## src/rtl/rtc_pkg.sv

```systemverilog
package rtc_pkg;

    typedef enum logic [1:0] {
        ST_HALTED,
        ST_COUNTING,
        ST_LOAD_HALTED,
        ST_LOAD_COUNTING
    } seq_state_t;

    localparam int BUS_AW = 6;

    localparam logic [BUS_AW-1:0] OFS_CTRL   = 6'h00;
    localparam logic [BUS_AW-1:0] OFS_MODE   = 6'h04;
    localparam logic [BUS_AW-1:0] OFS_DIV    = 6'h08;
    localparam logic [BUS_AW-1:0] OFS_ALM_LO = 6'h0C;
    localparam logic [BUS_AW-1:0] OFS_ALM_HI = 6'h10;
    localparam logic [BUS_AW-1:0] OFS_MSK_LO = 6'h14;
    localparam logic [BUS_AW-1:0] OFS_MSK_HI = 6'h18;
    localparam logic [BUS_AW-1:0] OFS_TIM_LO = 6'h20;
    localparam logic [BUS_AW-1:0] OFS_TIM_HI = 6'h24;

    localparam int CB_START  = 0;
    localparam int CB_STOP   = 1;
    localparam int CB_ARM    = 2;
    localparam int CB_DISARM = 3;
    localparam int CB_CLEAR  = 4;
    localparam int CB_UPLOAD = 5;
    localparam int CB_DNLOAD = 6;
    localparam int CB_MATCH  = 7;

    localparam int MB_WAKE_EN = 1;

endpackage

```

## src/rtl/rtc_seq_fsm.sv

```systemverilog
module rtc_seq_fsm
    import rtc_pkg::*;
(
    input  logic clk,
    input  logic rst_n,
    input  logic cmd_start,
    input  logic cmd_stop,
    input  logic cmd_upload,
    input  logic cmd_clear,
    output logic running,
    output logic commit,
    output logic load_ack
);

    seq_state_t state_q, state_d;
    logic       base_run;
    logic       want_run;
    logic       take_load;

    assign take_load = cmd_upload && !cmd_clear;
    assign want_run  = cmd_stop ? 1'b0 : (cmd_start ? 1'b1 : base_run);

    always_comb begin
        base_run = 1'b0;
        unique case (state_q)
            ST_HALTED:        base_run = 1'b0;
            ST_COUNTING:      base_run = 1'b1;
            ST_LOAD_HALTED:   base_run = 1'b0;
            ST_LOAD_COUNTING: base_run = 1'b1;
        endcase
        if (take_load)
            state_d = want_run ? ST_LOAD_COUNTING : ST_LOAD_HALTED;
        else
            state_d = want_run ? ST_COUNTING : ST_HALTED;
    end

    always_ff @(posedge clk or negedge rst_n) begin
        if (!rst_n) state_q <= ST_HALTED;
        else        state_q <= state_d;
    end

    always_comb begin
        running = 1'b0;
        commit  = 1'b0;
        unique case (state_q)
            ST_HALTED:        ;
            ST_COUNTING:      running = 1'b1;
            ST_LOAD_HALTED:   commit  = 1'b1;
            ST_LOAD_COUNTING: begin
                running = 1'b1;
                commit  = 1'b1;
            end
        endcase
    end

    always_ff @(posedge clk or negedge rst_n) begin
        if (!rst_n)         load_ack <= 1'b0;
        else if (take_load) load_ack <= 1'b0;
        else if (commit)    load_ack <= 1'b1;
    end


    stop_wins_chk: assert property (@(posedge clk) disable iff (!rst_n)
        cmd_stop |=> !running);


    upload_commit_chk: assert property (@(posedge clk) disable iff (!rst_n)
        (cmd_upload && !cmd_clear) |=> (commit && !load_ack));


    clear_blocks_load_chk: assert property (@(posedge clk) disable iff (!rst_n)
        (cmd_clear && !commit) |=> !commit);

endmodule

```

## src/rtl/rtc_tick_gen.sv

```systemverilog
module rtc_tick_gen #(
    parameter int DIV_W = 26
) (
    input  logic             clk,
    input  logic             rst_n,
    input  logic             step,
    input  logic             restart,
    input  logic [DIV_W-1:0] limit,
    output logic             tick
);

    logic [DIV_W-1:0] phase_q;

    assign tick = step && !restart && (phase_q >= limit);

    always_ff @(posedge clk or negedge rst_n) begin
        if (!rst_n)       phase_q <= '0;
        else if (restart) phase_q <= '0;
        else if (step)    phase_q <= tick ? '0 : phase_q + 1'b1;
    end


    tick_gap_chk: assert property (@(posedge clk) disable iff (!rst_n)
        tick |=> (!tick || limit == '0));


    idle_hold_chk: assert property (@(posedge clk) disable iff (!rst_n)
        (!step && !restart) |=> $stable(phase_q));

endmodule

```

## src/rtl/rtc_alarm_unit.sv

```systemverilog
module rtc_alarm_unit #(
    parameter int ALM_W = 43
) (
    input  logic             clk,
    input  logic             rst_n,
    input  logic             tick,
    input  logic [ALM_W-1:0] next_count,
    input  logic [ALM_W-1:0] alarm,
    input  logic [ALM_W-1:0] mask,
    input  logic             wake_en,
    input  logic             cmd_arm,
    input  logic             cmd_disarm,
    input  logic             cmd_clear,
    output logic             armed,
    output logic             irq
);

    logic hit;

    assign hit = tick && armed && wake_en && (((next_count ^ alarm) & mask) == '0);

    always_ff @(posedge clk or negedge rst_n) begin
        if (!rst_n)          armed <= 1'b0;
        else if (cmd_disarm) armed <= 1'b0;
        else if (cmd_arm)    armed <= 1'b1;
    end

    always_ff @(posedge clk or negedge rst_n) begin
        if (!rst_n)                      irq <= 1'b0;
        else if (cmd_disarm || cmd_clear) irq <= 1'b0;
        else if (hit)                    irq <= 1'b1;
    end


    irq_sticky_chk: assert property (@(posedge clk) disable iff (!rst_n)
        (irq && !cmd_disarm && !cmd_clear) |=> irq);


    disarm_clears_chk: assert property (@(posedge clk) disable iff (!rst_n)
        cmd_disarm |=> (!irq && !armed));


    irq_cause_chk: assert property (@(posedge clk) disable iff (!rst_n)
        $rose(irq) |-> $past(tick && armed && wake_en));

endmodule

```

## src/rtl/rtc_alarm_core.sv

```systemverilog
module rtc_alarm_core
    import rtc_pkg::*;
#(
    parameter int CNT_W  = 62,
    parameter int ALM_W  = 43,
    parameter int DIV_W  = 26,
    parameter int MODE_W = 4,
    parameter int DW     = 32
) (
    input  logic              clk,
    input  logic              rst_n,
    input  logic              ref_en,
    input  logic              bus_wr,
    input  logic [BUS_AW-1:0] bus_addr,
    input  logic [DW-1:0]     bus_wdata,
    output logic [DW-1:0]     bus_rdata,
    output logic              wake_irq
);

    localparam int CNT_HI_W = CNT_W - DW;
    localparam int ALM_HI_W = ALM_W - DW;

    logic [DIV_W-1:0]    div_q;
    logic [MODE_W-1:0]   mode_q;
    logic [DW-1:0]       alm_lo_q, msk_lo_q, shd_lo_q;
    logic [ALM_HI_W-1:0] alm_hi_q;
    logic [CNT_HI_W-1:0] msk_hi_q, shd_hi_q;
    logic [CNT_W-1:0]    cnt_q, cnt_inc;
    logic [CNT_W-1:0]    msk_full;

    logic ctrl_wr;
    logic cmd_start, cmd_stop, cmd_arm, cmd_disarm, cmd_clear, cmd_upload, cmd_dnload;
    logic running, commit, load_ack, tick, armed, irq;

    assign ctrl_wr    = bus_wr && (bus_addr == OFS_CTRL);
    assign cmd_start  = ctrl_wr && bus_wdata[CB_START];
    assign cmd_stop   = ctrl_wr && bus_wdata[CB_STOP];
    assign cmd_arm    = ctrl_wr && bus_wdata[CB_ARM];
    assign cmd_disarm = ctrl_wr && bus_wdata[CB_DISARM];
    assign cmd_clear  = ctrl_wr && bus_wdata[CB_CLEAR];
    assign cmd_upload = ctrl_wr && bus_wdata[CB_UPLOAD];
    assign cmd_dnload = ctrl_wr && bus_wdata[CB_DNLOAD];

    rtc_seq_fsm u_seq (
        .clk        (clk),
        .rst_n      (rst_n),
        .cmd_start  (cmd_start),
        .cmd_stop   (cmd_stop),
        .cmd_upload (cmd_upload),
        .cmd_clear  (cmd_clear),
        .running    (running),
        .commit     (commit),
        .load_ack   (load_ack)
    );

    rtc_tick_gen #(.DIV_W(DIV_W)) u_tick (
        .clk     (clk),
        .rst_n   (rst_n),
        .step    (running && ref_en),
        .restart (cmd_clear || commit),
        .limit   (div_q),
        .tick    (tick)
    );

    assign cnt_inc  = cnt_q + 1'b1;
    assign msk_full = {msk_hi_q, msk_lo_q};

    rtc_alarm_unit #(.ALM_W(ALM_W)) u_alarm (
        .clk        (clk),
        .rst_n      (rst_n),
        .tick       (tick),
        .next_count (cnt_inc[ALM_W-1:0]),
        .alarm      ({alm_hi_q, alm_lo_q}),
        .mask       (msk_full[ALM_W-1:0]),
        .wake_en    (mode_q[MB_WAKE_EN]),
        .cmd_arm    (cmd_arm),
        .cmd_disarm (cmd_disarm),
        .cmd_clear  (cmd_clear),
        .armed      (armed),
        .irq        (irq)
    );

    assign wake_irq = irq;

    // configuration registers
    always_ff @(posedge clk or negedge rst_n) begin
        if (!rst_n) begin
            div_q    <= '0;
            mode_q   <= '0;
            alm_lo_q <= '0;
            alm_hi_q <= '0;
            msk_lo_q <= '1;
            msk_hi_q <= '1;
        end else if (bus_wr) begin
            case (bus_addr)
                OFS_DIV:    div_q    <= bus_wdata[DIV_W-1:0];
                OFS_MODE:   mode_q   <= bus_wdata[MODE_W-1:0];
                OFS_ALM_LO: alm_lo_q <= bus_wdata;
                OFS_ALM_HI: alm_hi_q <= bus_wdata[ALM_HI_W-1:0];
                OFS_MSK_LO: msk_lo_q <= bus_wdata;
                OFS_MSK_HI: msk_hi_q <= bus_wdata[CNT_HI_W-1:0];
                default: ;
            endcase
        end
    end

    // shadow time words
    always_ff @(posedge clk or negedge rst_n) begin
        if (!rst_n) begin
            shd_lo_q <= '0;
            shd_hi_q <= '0;
        end else if (cmd_dnload) begin
            shd_lo_q <= cnt_q[DW-1:0];
            shd_hi_q <= cnt_q[CNT_W-1:DW];
        end else if (bus_wr && bus_addr == OFS_TIM_LO) begin
            shd_lo_q <= bus_wdata;
        end else if (bus_wr && bus_addr == OFS_TIM_HI) begin
            shd_hi_q <= bus_wdata[CNT_HI_W-1:0];
        end
    end

    // live seconds count
    always_ff @(posedge clk or negedge rst_n) begin
        if (!rst_n)         cnt_q <= '0;
        else if (cmd_clear) cnt_q <= '0;
        else if (commit)    cnt_q <= {shd_hi_q, shd_lo_q};
        else if (tick)      cnt_q <= cnt_inc;
    end

    // read mux
    always_comb begin
        bus_rdata = '0;
        case (bus_addr)
            OFS_CTRL: begin
                bus_rdata[CB_START]  = running;
                bus_rdata[CB_UPLOAD] = load_ack;
                bus_rdata[CB_MATCH]  = irq;
            end
            OFS_MODE:   bus_rdata = {{(DW-MODE_W){1'b0}}, mode_q};
            OFS_DIV:    bus_rdata = {{(DW-DIV_W){1'b0}}, div_q};
            OFS_ALM_LO: bus_rdata = alm_lo_q;
            OFS_ALM_HI: bus_rdata = {{(DW-ALM_HI_W){1'b0}}, alm_hi_q};
            OFS_MSK_LO: bus_rdata = msk_lo_q;
            OFS_MSK_HI: bus_rdata = {{(DW-CNT_HI_W){1'b0}}, msk_hi_q};
            OFS_TIM_LO: bus_rdata = cnt_q[DW-1:0];
            OFS_TIM_HI: bus_rdata = {{(DW-CNT_HI_W){1'b0}}, cnt_q[CNT_W-1:DW]};
            default:    bus_rdata = '0;
        endcase
    end


    stopped_hold_chk: assert property (@(posedge clk) disable iff (!rst_n)
        (!running && !cmd_clear && !commit) |=> $stable(cnt_q));


    clear_zero_chk: assert property (@(posedge clk) disable iff (!rst_n)
        cmd_clear |=> (cnt_q == '0 && !irq));


    irq_needs_arm_chk: assert property (@(posedge clk) disable iff (!rst_n)
        $rose(wake_irq) |-> $past(armed));

endmodule

```

## config.mk

```make
export PLATFORM = sky130hd
export DESIGN_NAME = rtc_alarm_core
export DESIGN_NICKNAME = d
export VERILOG_FILES = /design/src/rtl/rtc_pkg.sv /design/src/rtl/rtc_seq_fsm.sv /design/src/rtl/rtc_tick_gen.sv /design/src/rtl/rtc_alarm_unit.sv /design/src/rtl/rtc_alarm_core.sv
export SDC_FILE = /design/constraint.sdc
export NUM_CORES = 1
export LEC_CHECK = 0
export BUFFER_PORTS_ARGS = -buffer_cell sky130_fd_sc_hd__clkbuf_2
export CAP_MARGIN = 10
export CORE_ASPECT_RATIO = 1.25
export CORE_MARGIN = 4
export CORE_UTILIZATION = 60
export CTS_CLUSTER_SIZE = 24
export DETAILED_ROUTE_END_ITERATION = 8
export HOLD_SLACK_MARGIN = 0.06
export PLACE_DENSITY_LB_ADDON = 0.08
export SLEW_MARGIN = 30
export SYNTH_ARGS = -nofsm -noshare
export SYNTH_HDL_FRONTEND = slang
export SYNTH_SLANG_ARGS = --single-unit
```

## constraint.sdc

```tcl
create_clock -name clk -period 6.5 [get_ports clk]
set_input_delay 0.65 -clock clk [delete_from_list [all_inputs] [get_ports clk]]
set_output_delay 0.65 -clock clk [all_outputs]
set_load 0.05 [all_outputs]
```

==> flow_summary_export.csv <==
group,metric,value,unit
cts,cts_buffer_depth,3,
floorplanning,start_util,60.6,%
synthesis,async_flop_share,100,%
placed_design,dp_hpwl,34.8,mm
drt,wl_met2,24.1,mm
synthesis,synth_edf_count,0,
final_layout,final_layout_size_suffix_gt1_share,21.7,%
job,drv_cap,0,
drt,dr.pass1.iters,9,
drt,dr_total_vias,13600,
timing,fin_setup_tns,0,ns
drt,highest_layer,"met4",
drt,drt-total-wl,51.6,mm
drt,viasPerCell,6.69,
global_routing,grt_pass1_wl,79.2,mm
timing,worst_pin_slew,0.978,ns
worst_setup_path,ff2ff_path_depth,9,
cts,cts_tree,"built",
worst_setup_path,crit_path_end_kind,"output pin",
global_routing,grt_pass1_vias,13500,
final_layout,nets,1734,
cts,cts-root-buf,"clkbuf_16",
synthesis,syn_area,16200,sq um
drt,initialDrtViolationCount,1655,
floorplanning,dieHeight,192,um
final_layout,final_cells,2033,
synthesis,syn_avg_cell_area,9.67,sq um
worst_setup_path,path_class,"primary input to output pin",
timing,period_share,60.3,%
placed_design,place_inst,1976,
synthesis,synthDistinctLibCells,63,
global_routing,grt_max_degree,137,
cts,cts_num_sinks,290,
cts,htreeDepth,1,
power,vdd_ir_drop_max,0.000220,V
power,finalPower,0.00468,W
worst_setup_path,required,5.85,ns
final_layout,fill_cells,2150,
floorplanning,rows,67,
global_routing,gr-total-overflow,0,
worst_setup_path,cp.arrival,3.27,ns
synthesis,synthesis.nets,1747,
timing,setup_viol,0,
drt,wl_per_cell,25.4,um
final_layout,syn2layout_area_growth,9.19,%
worst_setup_path,rr_endpoint,"u_alarm.irq",
hold_path,hold_path.class,"primary input to async pin",
drt,met1_length,20.7,mm
cts,postCtsSetupBuffers,0,
worst_setup_path,crit_fanout,21,
drt,wl_met3,4.17,mm
synthesis,synth_seq_cells,290,
worst_setup_path,critPathLaunchType,"primary input",
drt,drc,2,
outcome,violations,"DRC",
timing,timing.final.ws_setup,2.58,ns
outcome,outcome,"finished with violations",
drt,postRouteAntennaNets,0,
final_layout,utilization,66.2,%
power,power_density,264,nW/um^2
cts,clock_latency,0.56,ns
placed_design,place_congestion,0.981,
global_routing,antenna_found_initial,0,
floorplanning,core-area,26700,sq um
synthesis,syn_inst,1677,
floorplanning,die_w,155,um
worst_setup_path,worstReg2RegStart,"cnt_q[0]",
final_layout,register_area,7330,sq um
timing,rsz0062_at_grt,"false",
global_routing,grt_usage,34.3,%
placed_design,io_buffers,74,
timing,period_minus_slack,3.92,ns
synthesis,synth_flop_cell,"dfrtp_1",
synthesis,yosys_warnings,0,
placed_design,dpl_worst_slack,2.59,ns
cts,cts_buffers,31,
timing,finalHoldViolations,0,
floorplanning,die_area,29700,sq um
timing,maxSlewHeadroom,34.2,%
cts,post_cts_resized,0,
cts,path_clk_slew,0.06,ns
floorplanning,io_pins,75,
timing,finalMaxSlewViolations,0,
synthesis,seq_area_frac_synth,45.2,%
worst_setup_path,r2r_setup_slack,2.75,ns
timing,clock.fmax,255,MHz
power,p_leak,7.84,nW
final_layout,diodes,0,
final_layout,multiInputGateArea,8230,sq um
timing,fin_worst_skew,0.0166,ns
cts,cts_hold_buf,0,
[worst max-delay path, stage by stage]
cell and delay (ns):
clkbuf_2 0.10, or4b_2 0.80, nor3_4 0.62, buf_4 0.44, a222oi_1 0.19, o21ai_0 0.15
clkbuf_2 0.32
[report_power, final]
group	total [W]	internal [W]	switching, W
Clock	0.00175	0.00101	0.000748
Combinational	0.000633	0.000292	0.000340
Sequential	0.00229	0.00205	0.000242
Total	0.00468	0.00335	0.00133
[through the flow]
step	hold slack, ns	instance area (sq um)
3_5_place_dp	0.458	16700
5_1_grt	0.146	17700
6_report	0.0788	17700
2_1_floorplan	0.354	16200
3_3_place_gp	0.452	16700
4_1_cts	0.135	17700
[synth_stat cells, types with 3 or more instances]
| cell type | count | area (sq um) |
|---|---|---|
| xnor2_1 | 108 | 946 |
| nand3b_1 | 4 | 30.0 |
| o31ai_1 | 3 | 22.5 |
| and3_1 | 20 | 125 |
| clkbuf_1 | 117 | 439 |
| nand3_1 | 38 | 190 |
| nand4_1 | 35 | 219 |
| a221o_1 | 7 | 70.1 |
| nand2b_1 | 4 | 25.0 |
| buf_1 | 15 | 56.3 |
| mux2i_1 | 19 | 190 |
| and2_1 | 9 | 56.3 |
| buf_2 | 7 | 35.0 |
| ha_1 | 28 | 350 |
| and4_1 | 10 | 87.6 |
| or3_1 | 13 | 81.3 |
| nor2_1 | 82 | 308 |
| o21ai_0 | 104 | 521 |
| nor4_1 | 22 | 138 |
| nor2b_1 | 10 | 62.6 |
| inv_1 | 42 | 158 |
| a221oi_1 | 3 | 26.3 |
| nor3_1 | 36 | 180 |
| a211oi_1 | 3 | 22.5 |
| a222oi_1 | 47 | 470 |
| or4_1 | 9 | 67.6 |
| xor2_1 | 39 | 342 |
| nand2_1 | 225 | 845 |
| a21oi_1 | 77 | 385 |
| dfrtp_1 | 228 | 5710 |
| or2_2 | 5 | 31.3 |
| dfstp_2 | 62 | 1630 |
| mux2_2 | 131 | 1480 |
| a22oi_1 | 73 | 548 |
[layer usage]
metal  track usage [%]  up-vias
met3              4.82      173
li1                  -     5991
met2              55.6      701
met5                 0        -
met1              46.1     6738
met4              15.3        0
[placed cells by master, fill, tap and decap left out, types with 62 or more instances in the layout]
cell type,netlist,routed
dfrtp_1,228,228
nand2_1,225,224
mux2_2,131,131
xnor2_1,108,108
o21ai_0,104,104
nor2_1,82,79
a21oi_1,77,77
a22oi_1,73,73
clkbuf_2,2,73
dfstp_2,62,62
[logic make-up after synthesis]
logic type	after synthesis	synth area share, %
xor gates and xnor gates	147	7.94
adders and majority gates	28	2.16
DFF	290	45.2
and+or+nand+nor	536	15.9
muxes	150	10.3
AOI/OAI and AO/OA	342	14.2
buffers and inverters	184	4.35
[area by class of cell]
| cell class | count | share of cell area [%] |
|---|---|---|
| well taps | 345 | 2.44 |
| clock inverters | 11 | 0.488 |
| inverters | 42 | 0.897 |
| multi-input cells | 1203 | 46.5 |
| repair buffers | 96 | 3.15 |
| clock buffers | 46 | 5.15 |
| flip-flops and latches | 290 | 41.4 |
[sequential cells by signal, indices dropped and copies added (netlist names)]
register and count:
div_q 26, alm_lo_q 32, msk_hi_q 30, u_alarm.armed 1
cnt_q 62, u_alarm.irq 1, alm_hi_q 11, msk_lo_q 32
u_tick.phase_q 26, mode_q 4, u_seq.load_ack 1, u_seq.state_q 2
shd_hi_q 30, shd_lo_q 32
[worst max-delay path by stage]
| stage | startpoint | end | slack (ns) | cells after the start |
|---|---|---|---|---|
| 3_3_place_gp | bus_addr[2] | bus_rdata[11] | 2.38 | 6 |
| 4_1_cts | bus_addr[2] | bus_rdata[8] | 2.68 | 6 |
| 6_report | bus_addr[4] | bus_rdata[7] | 2.58 | 7 |
| 3_5_place_dp | bus_addr[2] | cnt_q[58] | 2.59 | 10 |
| 5_1_grt | bus_addr[2] | bus_rdata[11] | 2.43 | 6 |
| 2_1_floorplan | bus_addr[2] | bus_rdata[1] | 3.11 | 6 |
Note: power is estimated with default switching activity, not from simulation.
